==> src/rtl/sbus_pkg.sv <==
package sbus_pkg;
  // source strobes (at most one active)
  localparam int B_PC_OUT      = 0;
  localparam int B_OFF_OUT     = 1;
  localparam int B_MDR_OUT     = 2;
  localparam int B_Z_OUT       = 3;
  localparam int B_GPR_OUT     = 4;
  localparam int NUM_SRC       = 5;
  // load strobes
  localparam int B_PC_IN       = 5;
  localparam int B_IR_IN       = 6;
  localparam int B_MAR_IN      = 7;
  localparam int B_MDR_IN_BUS  = 8;
  localparam int B_MDR_IN_MEM  = 9;
  localparam int B_Y_IN        = 10;
  localparam int B_Z_IN        = 11;
  localparam int B_GPR_IN      = 12;
  // misc
  localparam int B_SEL4        = 13;
  localparam int B_FLAG_EN     = 14;
  localparam int B_MEM_RD      = 15;
  localparam int B_MEM_WR      = 16;
  localparam int B_OP_LSB      = 17;
  localparam int OP_W          = 3;
  localparam int B_SRC_LSB     = B_OP_LSB + OP_W;

  typedef enum logic [OP_W-1:0] {
    ALU_ADD  = 3'd0,
    ALU_SUB  = 3'd1,
    ALU_AND  = 3'd2,
    ALU_OR   = 3'd3,
    ALU_INC  = 3'd4,
    ALU_INV  = 3'd5,
    ALU_SHL  = 3'd6,
    ALU_PASS = 3'd7
  } alu_op_e;

  typedef struct packed {
    logic pc_in;
    logic ir_in;
    logic mar_in;
    logic mdr_in_bus;
    logic mdr_in_mem;
    logic y_in;
    logic z_in;
    logic gpr_in;
    logic sel4;
    logic flag_en;
  } load_ctl_t;
endpackage

==> src/rtl/sbus_alu.sv <==
module sbus_alu
  import sbus_pkg::*;
#(
  parameter int DATA_W = 32
) (
  input  alu_op_e             op,
  input  logic [DATA_W-1:0]   opa,
  input  logic [DATA_W-1:0]   opb,
  output logic [DATA_W-1:0]   res
);
  localparam logic [DATA_W-1:0] ONE = DATA_W'(1);

  always_comb begin
    unique case (op)
      ALU_ADD:  res = opa + opb;
      ALU_SUB:  res = opa - opb;
      ALU_AND:  res = opa & opb;
      ALU_OR:   res = opa | opb;
      ALU_INC:  res = opb + ONE;
      ALU_INV:  res = ~opb;
      ALU_SHL:  res = {opb[DATA_W-2:0], 1'b0};
      default:  res = opb;
    endcase
  end
endmodule

==> src/rtl/sbus_gpr_file.sv <==
module sbus_gpr_file #(
  parameter int DATA_W  = 32,
  parameter int NUM_GPR = 32,
  localparam int IDX_W  = $clog2(NUM_GPR)
) (
  input  logic              clk,
  input  logic              rst,
  input  logic              we,
  input  logic [IDX_W-1:0]  wr_idx,
  input  logic [DATA_W-1:0] wr_data,
  input  logic [IDX_W-1:0]  rd_idx,
  output logic [DATA_W-1:0] rd_data
);
  logic [DATA_W-1:0] regs [NUM_GPR];

  always_ff @(posedge clk) begin
    if (rst) begin
      for (int i = 0; i < NUM_GPR; i++) regs[i] <= '0;
    end else if (we) begin
      regs[wr_idx] <= wr_data;
    end
  end

  assign rd_data = regs[rd_idx];
endmodule

==> src/rtl/sbus_bus_driver.sv <==
module sbus_bus_driver #(
  parameter int DATA_W  = 32,
  parameter int NUM_SRC = 5
) (
  input  logic [NUM_SRC-1:0]        sel,
  input  logic [NUM_SRC*DATA_W-1:0] srcs,
  output logic [DATA_W-1:0]         bus
);
  logic [DATA_W-1:0] gated [NUM_SRC];

  for (genvar g = 0; g < NUM_SRC; g++) begin : g_src
    assign gated[g] = srcs[g*DATA_W +: DATA_W] & {DATA_W{sel[g]}};
  end

  always_comb begin
    bus = '0;
    for (int i = 0; i < NUM_SRC; i++) bus = bus | gated[i];
  end
endmodule

==> src/rtl/sbus_datapath.sv <==
module sbus_datapath
  import sbus_pkg::*;
#(
  parameter int DATA_W  = 32,
  parameter int NUM_GPR = 32,
  parameter int OFF_W   = 16,
  localparam int IDX_W  = $clog2(NUM_GPR),
  localparam int CTRL_W = B_SRC_LSB + 2*IDX_W
) (
  input  logic              clk,
  input  logic              rst,
  input  logic [CTRL_W-1:0] ctrl,
  input  logic [DATA_W-1:0] mem_rdata,
  input  logic              mem_done,
  output logic [DATA_W-1:0] mem_addr,
  output logic [DATA_W-1:0] mem_wdata,
  output logic              mem_rd,
  output logic              mem_wr,
  output logic [DATA_W-1:0] pc_q,
  output logic [DATA_W-1:0] ir_q,
  output logic              flag_z,
  output logic              flag_n,
  output logic [DATA_W-1:0] bus_mon
);
  localparam logic [DATA_W-1:0] CONST4 = DATA_W'(4);
  localparam int SRC_MSB = B_SRC_LSB + IDX_W - 1;
  localparam int DST_LSB = B_SRC_LSB + IDX_W;

  // control decode
  load_ctl_t          ld;
  alu_op_e            op;
  logic [IDX_W-1:0]   src_idx, dst_idx;
  logic [NUM_SRC-1:0] src_sel;

  assign ld = '{pc_in:      ctrl[B_PC_IN],
                ir_in:      ctrl[B_IR_IN],
                mar_in:     ctrl[B_MAR_IN],
                mdr_in_bus: ctrl[B_MDR_IN_BUS],
                mdr_in_mem: ctrl[B_MDR_IN_MEM],
                y_in:       ctrl[B_Y_IN],
                z_in:       ctrl[B_Z_IN],
                gpr_in:     ctrl[B_GPR_IN],
                sel4:       ctrl[B_SEL4],
                flag_en:    ctrl[B_FLAG_EN]};
  assign op      = alu_op_e'(ctrl[B_OP_LSB +: OP_W]);
  assign src_idx = ctrl[SRC_MSB:B_SRC_LSB];
  assign dst_idx = ctrl[CTRL_W-1:DST_LSB];
  assign src_sel = ctrl[NUM_SRC-1:0];

  // state
  logic [DATA_W-1:0] pc_r, ir_r, mar_r, mdr_r, y_r, z_q;
  logic              fz_r, fn_r;
  logic [DATA_W-1:0] gpr_rd, bus, off_ext, alu_a, alu_res;

  assign off_ext = {{(DATA_W-OFF_W){ir_r[OFF_W-1]}}, ir_r[OFF_W-1:0]};

  sbus_bus_driver #(.DATA_W(DATA_W), .NUM_SRC(NUM_SRC)) u_bus (
    .sel  (src_sel),
    .srcs ({gpr_rd, z_q, mdr_r, off_ext, pc_r}),
    .bus  (bus)
  );

  sbus_gpr_file #(.DATA_W(DATA_W), .NUM_GPR(NUM_GPR)) u_gpr (
    .clk     (clk),
    .rst     (rst),
    .we      (ld.gpr_in),
    .wr_idx  (dst_idx),
    .wr_data (bus),
    .rd_idx  (src_idx),
    .rd_data (gpr_rd)
  );

  assign alu_a = ld.sel4 ? CONST4 : y_r;

  sbus_alu #(.DATA_W(DATA_W)) u_alu (
    .op  (op),
    .opa (alu_a),
    .opb (bus),
    .res (alu_res)
  );

  always_ff @(posedge clk) begin
    if (rst) begin
      pc_r  <= '0;
      ir_r  <= '0;
      mar_r <= '0;
      mdr_r <= '0;
      y_r   <= '0;
      z_q   <= '0;
      fz_r  <= 1'b0;
      fn_r  <= 1'b0;
    end else begin
      if (ld.pc_in)  pc_r  <= bus;
      if (ld.ir_in)  ir_r  <= bus;
      if (ld.mar_in) mar_r <= bus;
      if (ld.y_in)   y_r   <= bus;
      if (ld.z_in)   z_q   <= alu_res;
      if (ld.mdr_in_mem && mem_done) mdr_r <= mem_rdata;
      else if (ld.mdr_in_bus)        mdr_r <= bus;
      if (ld.flag_en) begin
        fz_r <= (alu_res == '0);
        fn_r <= alu_res[DATA_W-1];
      end
    end
  end

  assign mem_addr  = mar_r;
  assign mem_wdata = mdr_r;
  assign mem_rd    = ctrl[B_MEM_RD];
  assign mem_wr    = ctrl[B_MEM_WR];
  assign pc_q      = pc_r;
  assign ir_q      = ir_r;
  assign flag_z    = fz_r;
  assign flag_n    = fn_r;
  assign bus_mon   = bus;
endmodule

==> config.mk <==
export PLATFORM = sky130hd
export DESIGN_NAME = sbus_datapath
export DESIGN_NICKNAME = d
export VERILOG_FILES = /design/src/rtl/sbus_pkg.sv /design/src/rtl/sbus_alu.sv /design/src/rtl/sbus_gpr_file.sv /design/src/rtl/sbus_bus_driver.sv /design/src/rtl/sbus_datapath.sv
export SDC_FILE = /design/constraint.sdc
export NUM_CORES = 2
export LEC_CHECK = 0
export ABC_AREA = 1
export BUFFER_PORTS_ARGS = -buffer_cell sky130_fd_sc_hd__buf_2
export CORE_AREA = 5 5 377 379
export CTS_BUF_LIST = sky130_fd_sc_hd__clkbuf_16
export DETAILED_ROUTE_END_ITERATION = 8
export DIE_AREA = 0 0 382 384
export SYNTH_ARGS = -nofsm -noshare
export SYNTH_HDL_FRONTEND = slang
export SYNTH_SLANG_ARGS = --single-unit
==> constraint.sdc <==
create_clock -name clk -period 8.7 [get_ports clk]
set_input_delay 1.74 -clock clk [delete_from_list [all_inputs] [get_ports clk]]
set_output_delay 1.74 -clock clk [all_outputs]
set_load 0.02 [all_outputs]
# Yosys cells after proc, flatten, opt, wreduce, memory -nomap -nowiden
# Memories as Yosys holds them, arrays and structs flattened.
# Index checks and enable logic that the tools add are counted.
# word_totals
mem_bits_rw,1024
out_inout_bits,164
inputBits,65
ff_bits,194
word_cells,47
memories,1
# mem_list
memory,words,word_bits,rd,rd_ports_with_merged_regs,write_ports,line,source
u_gpr.regs,32,32,1,0,32,sbus_gpr_file.sv:14,logic [DATA_W-1:0] regs [NUM_GPR];
# op_classes
bitwise,12
addsub,3
reduce_logical,5
mux,12
eq_ne,6
# ops
op,n
one-hot mux 32 bit (7 select lines),1
bitwise AND 32 bit,6
bitwise OR 32 bit,5
2-to-1 mux 32 bit,4
adder 32 x 1 -> 32 bit (second input constant),1
adder 32 bit,1
logical NOT 32 bit,1
inverter 32 bit,1
OR reduction 32 bit,1
subtractor 32 bit,1
equality test 3 bit (second input constant),3
equality test 3 x 2 -> 1 bit (second input constant),2
2-to-1 mux 1 bit,6
2-to-1 mux 5 bit,1
equality test 3 x 1 -> 1 bit (second input constant),1
logical NOT 3 bit,1
nonzero test 2 bit,1
logical AND 1 bit,1

# Logic depth before layout (Yosys ltp)
# depth
ltp_word,8
ltp_mapped,34

# Cells and area by module
# Synthesis repeated with hierarchy kept, for this count alone.
# hier_totals
cells_unflattened,7573
area_unflattened_um2,62632.6
# by_module_without_submodules
module,area_each_um2,cells_each,seq_area_each_um2,n_inst
sbus_gpr_file,46659.8,4789,30749.5,1
sbus_alu,7294.5,1473,0.0,1
sbus_datapath,7199.4,944,3883.7,1
sbus_bus_driver,1478.9,367,0.0,1

# Worst setup path after synthesis
# No wires, ideal clock.
# synth_timing
path_kind,input to register
start,input ctrl[20]
end,register fz_r (netlist: flag_z)
n_path_buf,4
slack_ns,3.341
t_arrival_ns,5.288
setup_ns,0.070
required_ns,8.630
stages,29
path_cell_list,buf_4 inv_4 buf_2 buf_2 nand2_1 nand3_1 nand3_1 nand2_1 nand2_1 nand3_1 nand3_1 nand2_2 clkinv_1 clkbuf_1 ha_1 a21o_1 a21oi_1 a21boi_0 nand2_1 or2_2 nand3_1 nand2_1 inv_1 nand3_1 nor2_1 nand2_1 nor2_1 nand4_1 a21oi_1
# synth_between
elab_chain_len,6
elab_cells_between_ends,11
# synth_rtl
element,line,source
start: declaration,sbus_datapath.sv:12,"input logic [CTRL_W-1:0] ctrl,"
memory read (32 x 32 bit) *,-,
bitwise AND 32 bit *,sbus_bus_driver.sv:12,assign gated[g] = srcs[g*DATA_W +: DATA_W] & {DATA_W{sel[g]}};
bitwise OR 32 bit *,sbus_bus_driver.sv:17,for (int i = 0; i < NUM_SRC; i++) bus = bus | gated[i];
net bus_mon[20],sbus_datapath.sv:23,output logic [DATA_W-1:0] bus_mon
"adder 32 x 1 -> 32 bit, or another cell as far along",sbus_alu.sv:19,ALU_INC: res = opb + ONE;
one-hot mux 32 bit (7 select lines) *,sbus_alu.sv:14,unique case (op)
logical NOT 32 bit *,sbus_datapath.sv:101,fz_r <= (alu_res == '0);
end signal: assignment,sbus_datapath.sv:101,
end: declaration,sbus_datapath.sv:52,"logic fz_r, fn_r;"
# Mark *: on every way through the listed nets, which the timed path passes. The rest lies on a longest branch.
# A chain may end at the register's enable or synchronous reset.

# Final worst setup path
# layout_timing
start,input ctrl[20]
end,register fz_r (netlist: flag_z)
# layout_between
elab_chain_len,6
elab_cells_between_ends,11
# layout_rtl
element,line
memory read (32 x 32 bit) *,-
bitwise AND 32 bit *,sbus_bus_driver.sv:12
bitwise OR 32 bit *,sbus_bus_driver.sv:17
"adder 32 x 1 -> 32 bit, or another cell as far along",sbus_alu.sv:19
one-hot mux 32 bit (7 select lines) *,sbus_alu.sv:14
logical NOT 32 bit *,sbus_datapath.sv:101
# Mark *: on every way between the ends. The rest lies on a longest branch, timed or not.

==> flow_summary.toml <==
[cells_and_area]
fin_util_pct = 48.9
final_cell_mix = "nand2_1, nor2_1, edfxtp_1"
drive_gt1_share_pct = 9.00
fin_nets = 7328
syn2layout_area_growth_pct = 9.97
final_area_sq_um = 67800
layout_commonest_cell = "nand2_1"
stdcell_count = 9047

[synth]
synthAdderAreaFrac_pct = 2.62
synthCells = 7199
synthXorXnorAreaFrac_pct = 0.0568
synth_top_flop_cell = "edfxtp_1"
synth_edf_count = 1024
synth.area.mux_share_pct = 0
synth_top_family_by_area = "simple AND/OR/NAND/NOR gates"
seq_area_frac_synth_pct = 56.2
synth_area_sq_um = 61600
synth_seq_cells = 1218
syn-num-nets = 7392
synth_cell_type_count = 48
syn_avg_cell_area_sq_um = 8.56
synthSimpleGateAreaFrac_pct = 28.5
synth_compound_area_share_pct = 5.17
async_reset_ff_share_pct = 0
ys.warnings.count = 0

[grt]
grt_max_degree = 145
overflow = 0
globalRouteMet1Util_pct = 38.2
grt_use_met3_pct = 4.82
grt_pass1_vias = 49800
antenna_found_initial = 5
grt_use_met2_pct = 50.0
grt_pass1_wl_microns = 325000
top_usage_layer = "met2"
grt_usage_pct = 29.4

[place]
port_buffers = 224
dp_hpwl_microns = 139000
place_inst = 8802
postPlaceCellArea_sq_um = 63500
place_congestion = 0.970
place_ws_ns = 1.21

[routing]
wl_per_cell_microns = 24.3
detail_route.first_pass.iterations = 9
ant_nets = 0
routed_wl_microns = 220000
initialDrtViolationCount = 5559
viasPerCell = 5.68
drc = 0
vias = 51400

[die]
row_count = 137
coreArea_sq_um = 139000
start_util_pct = 44.5
die_y_microns = 384
die_w_microns = 382
die-area_sq_um = 147000
num_io_pins = 229

[cts]
postCtsSetupBuffers = 0
cts_hold_buf = 0
clkSinkCount = 1218
clock_latency_ns = 0.78
cts_tree = "done"
htreeDepth = 4
cts_root_buf = "clkbuf_16"
cts_resized = 0
numCtsBuffers = 138
clockBufferDepth = 3
path_clk_slew_ns = 0.07

[worst_setup_path]
worstSetupStartpointType = "input pin"
crit_fanout = 66
crit_path_end_kind = "flip-flop"
arrival_ns = 7.46
critPathRequiredTime_ns = 9.40
r2r_cells = 25
crit_type = "in -> reg"

[power]
combinationalPowerShare_pct = 17.4
switchingPower_mw = 4.49
vdd_drop_max_v = 0.000199
leakage_nw = 28.4
finalPower_mw = 14.8
power.internal_mw = 10.4
pwr-share-clk_pct = 37.6
swShare_pct = 30.3
p_seq_share_pct = 45.0
p_per_area_nw_per_um2 = 219

[sta]
fmax_ghz = 0.148
slew-limit-headroom_pct = 18.7
setup_slack_ns = 1.94
skew_ns = 0.0386
setup_viol = 0
period_needed_ns = 6.76
whs_ns = 0.476
rsz0062_at_grt = "no"
slew_violations = 0
final_hold_viol_count = 0
fin_crit_sh_pct = 77.7
tns_ns = 0
worst_slew_pin_slew_ns = 1.22

[worst_hold_path]
min_path_cells = 2
hold_path_class = "reg -> reg"

[outcome]
outcome = "completed"

[run]
maxCapViolCount = 0
## cells by family (layout without fill, tap and decap cells)
| logic type | count (synthesis) | in the layout |
|---|---|---|
| flip-flops | 1218 | 1218 |
| AND/OR/NAND/NOR | 4282 | 4282 |
| other | 0 | 3 |
| adder cells (fa/ha/maj) | 128 | 128 |
| AO/OA/AOI/OAI | 549 | 549 |
| XOR/XNOR | 4 | 4 |
| buffers and inverters | 1018 | 1056 |
## power groups by stage
stage	logic (mW)	registers, mW	clock network [mW]
2_1_floorplan	1.57	6.79	0
3_3_place_gp	2.55	6.79	0
3_5_place_dp	2.55	6.80	0
4_1_cts	2.56	6.68	5.66
5_1_grt	2.77	6.70	5.90
6_report	2.58	6.68	5.58
## critical path: stages
cell      delay, ns
buf_8          0.38
buf_4          0.69
nand2_1        0.10
nand3_1        0.11
nand3_1        0.15
nand2_1        0.18
nand2_1        0.08
nand3_1        0.17
nand3_2        0.25
nand2_2        0.40
clkinv_1       0.16
ha_1           0.30
nand3_1        0.07
nand2_1        0.26
a21oi_1        0.21
o21bai_1       0.45
nand2_1        0.09
nand3_1        0.16
nand2_1        0.07
nor2_1         0.14
nand3_1        0.09
nand2_1        0.16
nand2_1        0.08
nor2_1         0.23
nand2_1        0.09
nor2_1         0.30
nand4_1        0.14
a21oi_1        0.14
## path summary, 6_finish.rpt
path / start / to / slack (ns)
hold / removal: mem_addr[18]$_SDFFE_PP0P_ / mem_addr[18]$_SDFFE_PP0P_ / 0.48
setup / recovery: ctrl[20] / flag_z$_SDFFE_PP0P_ / 1.94
setup reg to reg: u_gpr.regs[29][0]$_SDFFCE_PN0P_ / flag_z$_SDFFE_PP0P_ / 3.70
hold reg to reg: mem_addr[18]$_SDFFE_PP0P_ / mem_addr[18]$_SDFFE_PP0P_ / 0.48
## state kept, by name (all words and copies together), names as in the netlist
register,cells
flag_z,1
u_gpr.regs,1024
ir_q,32
y_r,32
mem_wdata,32
mem_addr,32
flag_n,1
pc_q,32
z_q,32
## cells in the mapped netlist (3+ instances only)
| master | instances | share of area, % |
|---|---|---|
| nand2_1 | 1931 | 12 |
| nor2_1 | 1272 | 7.7 |
| edfxtp_1 | 1024 | 50 |
| nand3_1 | 970 | 7.9 |
| inv_1 | 381 | 2.3 |
| clkbuf_1 | 277 | 1.7 |
| dfxtp_1 | 194 | 6.3 |
| a21oi_1 | 182 | 1.5 |
| o21ai_0 | 182 | 1.5 |
| ha_1 | 126 | 2.6 |
| buf_4 | 119 | 1.4 |
| buf_2 | 110 | 0.89 |
| buf_1 | 67 | 0.41 |
| o211ai_1 | 64 | 0.78 |
| a31oi_1 | 35 | 0.36 |
| a221oi_1 | 32 | 0.45 |
| nor3_1 | 28 | 0.23 |
| buf_6 | 26 | 0.48 |
| nand2_2 | 22 | 0.22 |
| inv_2 | 19 | 0.12 |
| nand4_1 | 18 | 0.18 |
| o22ai_1 | 17 | 0.17 |
| clkinv_1 | 16 | 0.097 |
| nand3b_1 | 16 | 0.19 |
| or2_2 | 14 | 0.14 |
| o21ai_1 | 7 | 0.057 |
| o21bai_1 | 7 | 0.085 |
| a21boi_0 | 4 | 0.049 |
| a21o_1 | 4 | 0.049 |
| o21a_1 | 4 | 0.049 |
| a211oi_1 | 3 | 0.037 |
| xor2_1 | 3 | 0.043 |
## per-layer routing
metal / vias up / wire (microns)
met5: - / 0
met2: 2390 / 107000
met4: 0 / 7300
met3: 387 / 18300
li1: 23600 / -
met1: 25000 / 87500
## area by class of cell
type,count,area (sq um)
Clock inverter,98,658
Antenna cell,3,7.51
Multi-Input combinational cell,4963,22400
Clock buffer,144,3600
Sequential cell,1218,34600
Timing Repair Buffer,397,2590
Inverter,417,1590
Fill cell,13200,70700
Tap cell,1807,2260
No activity file was read; power rests on OpenSTA's default activity.
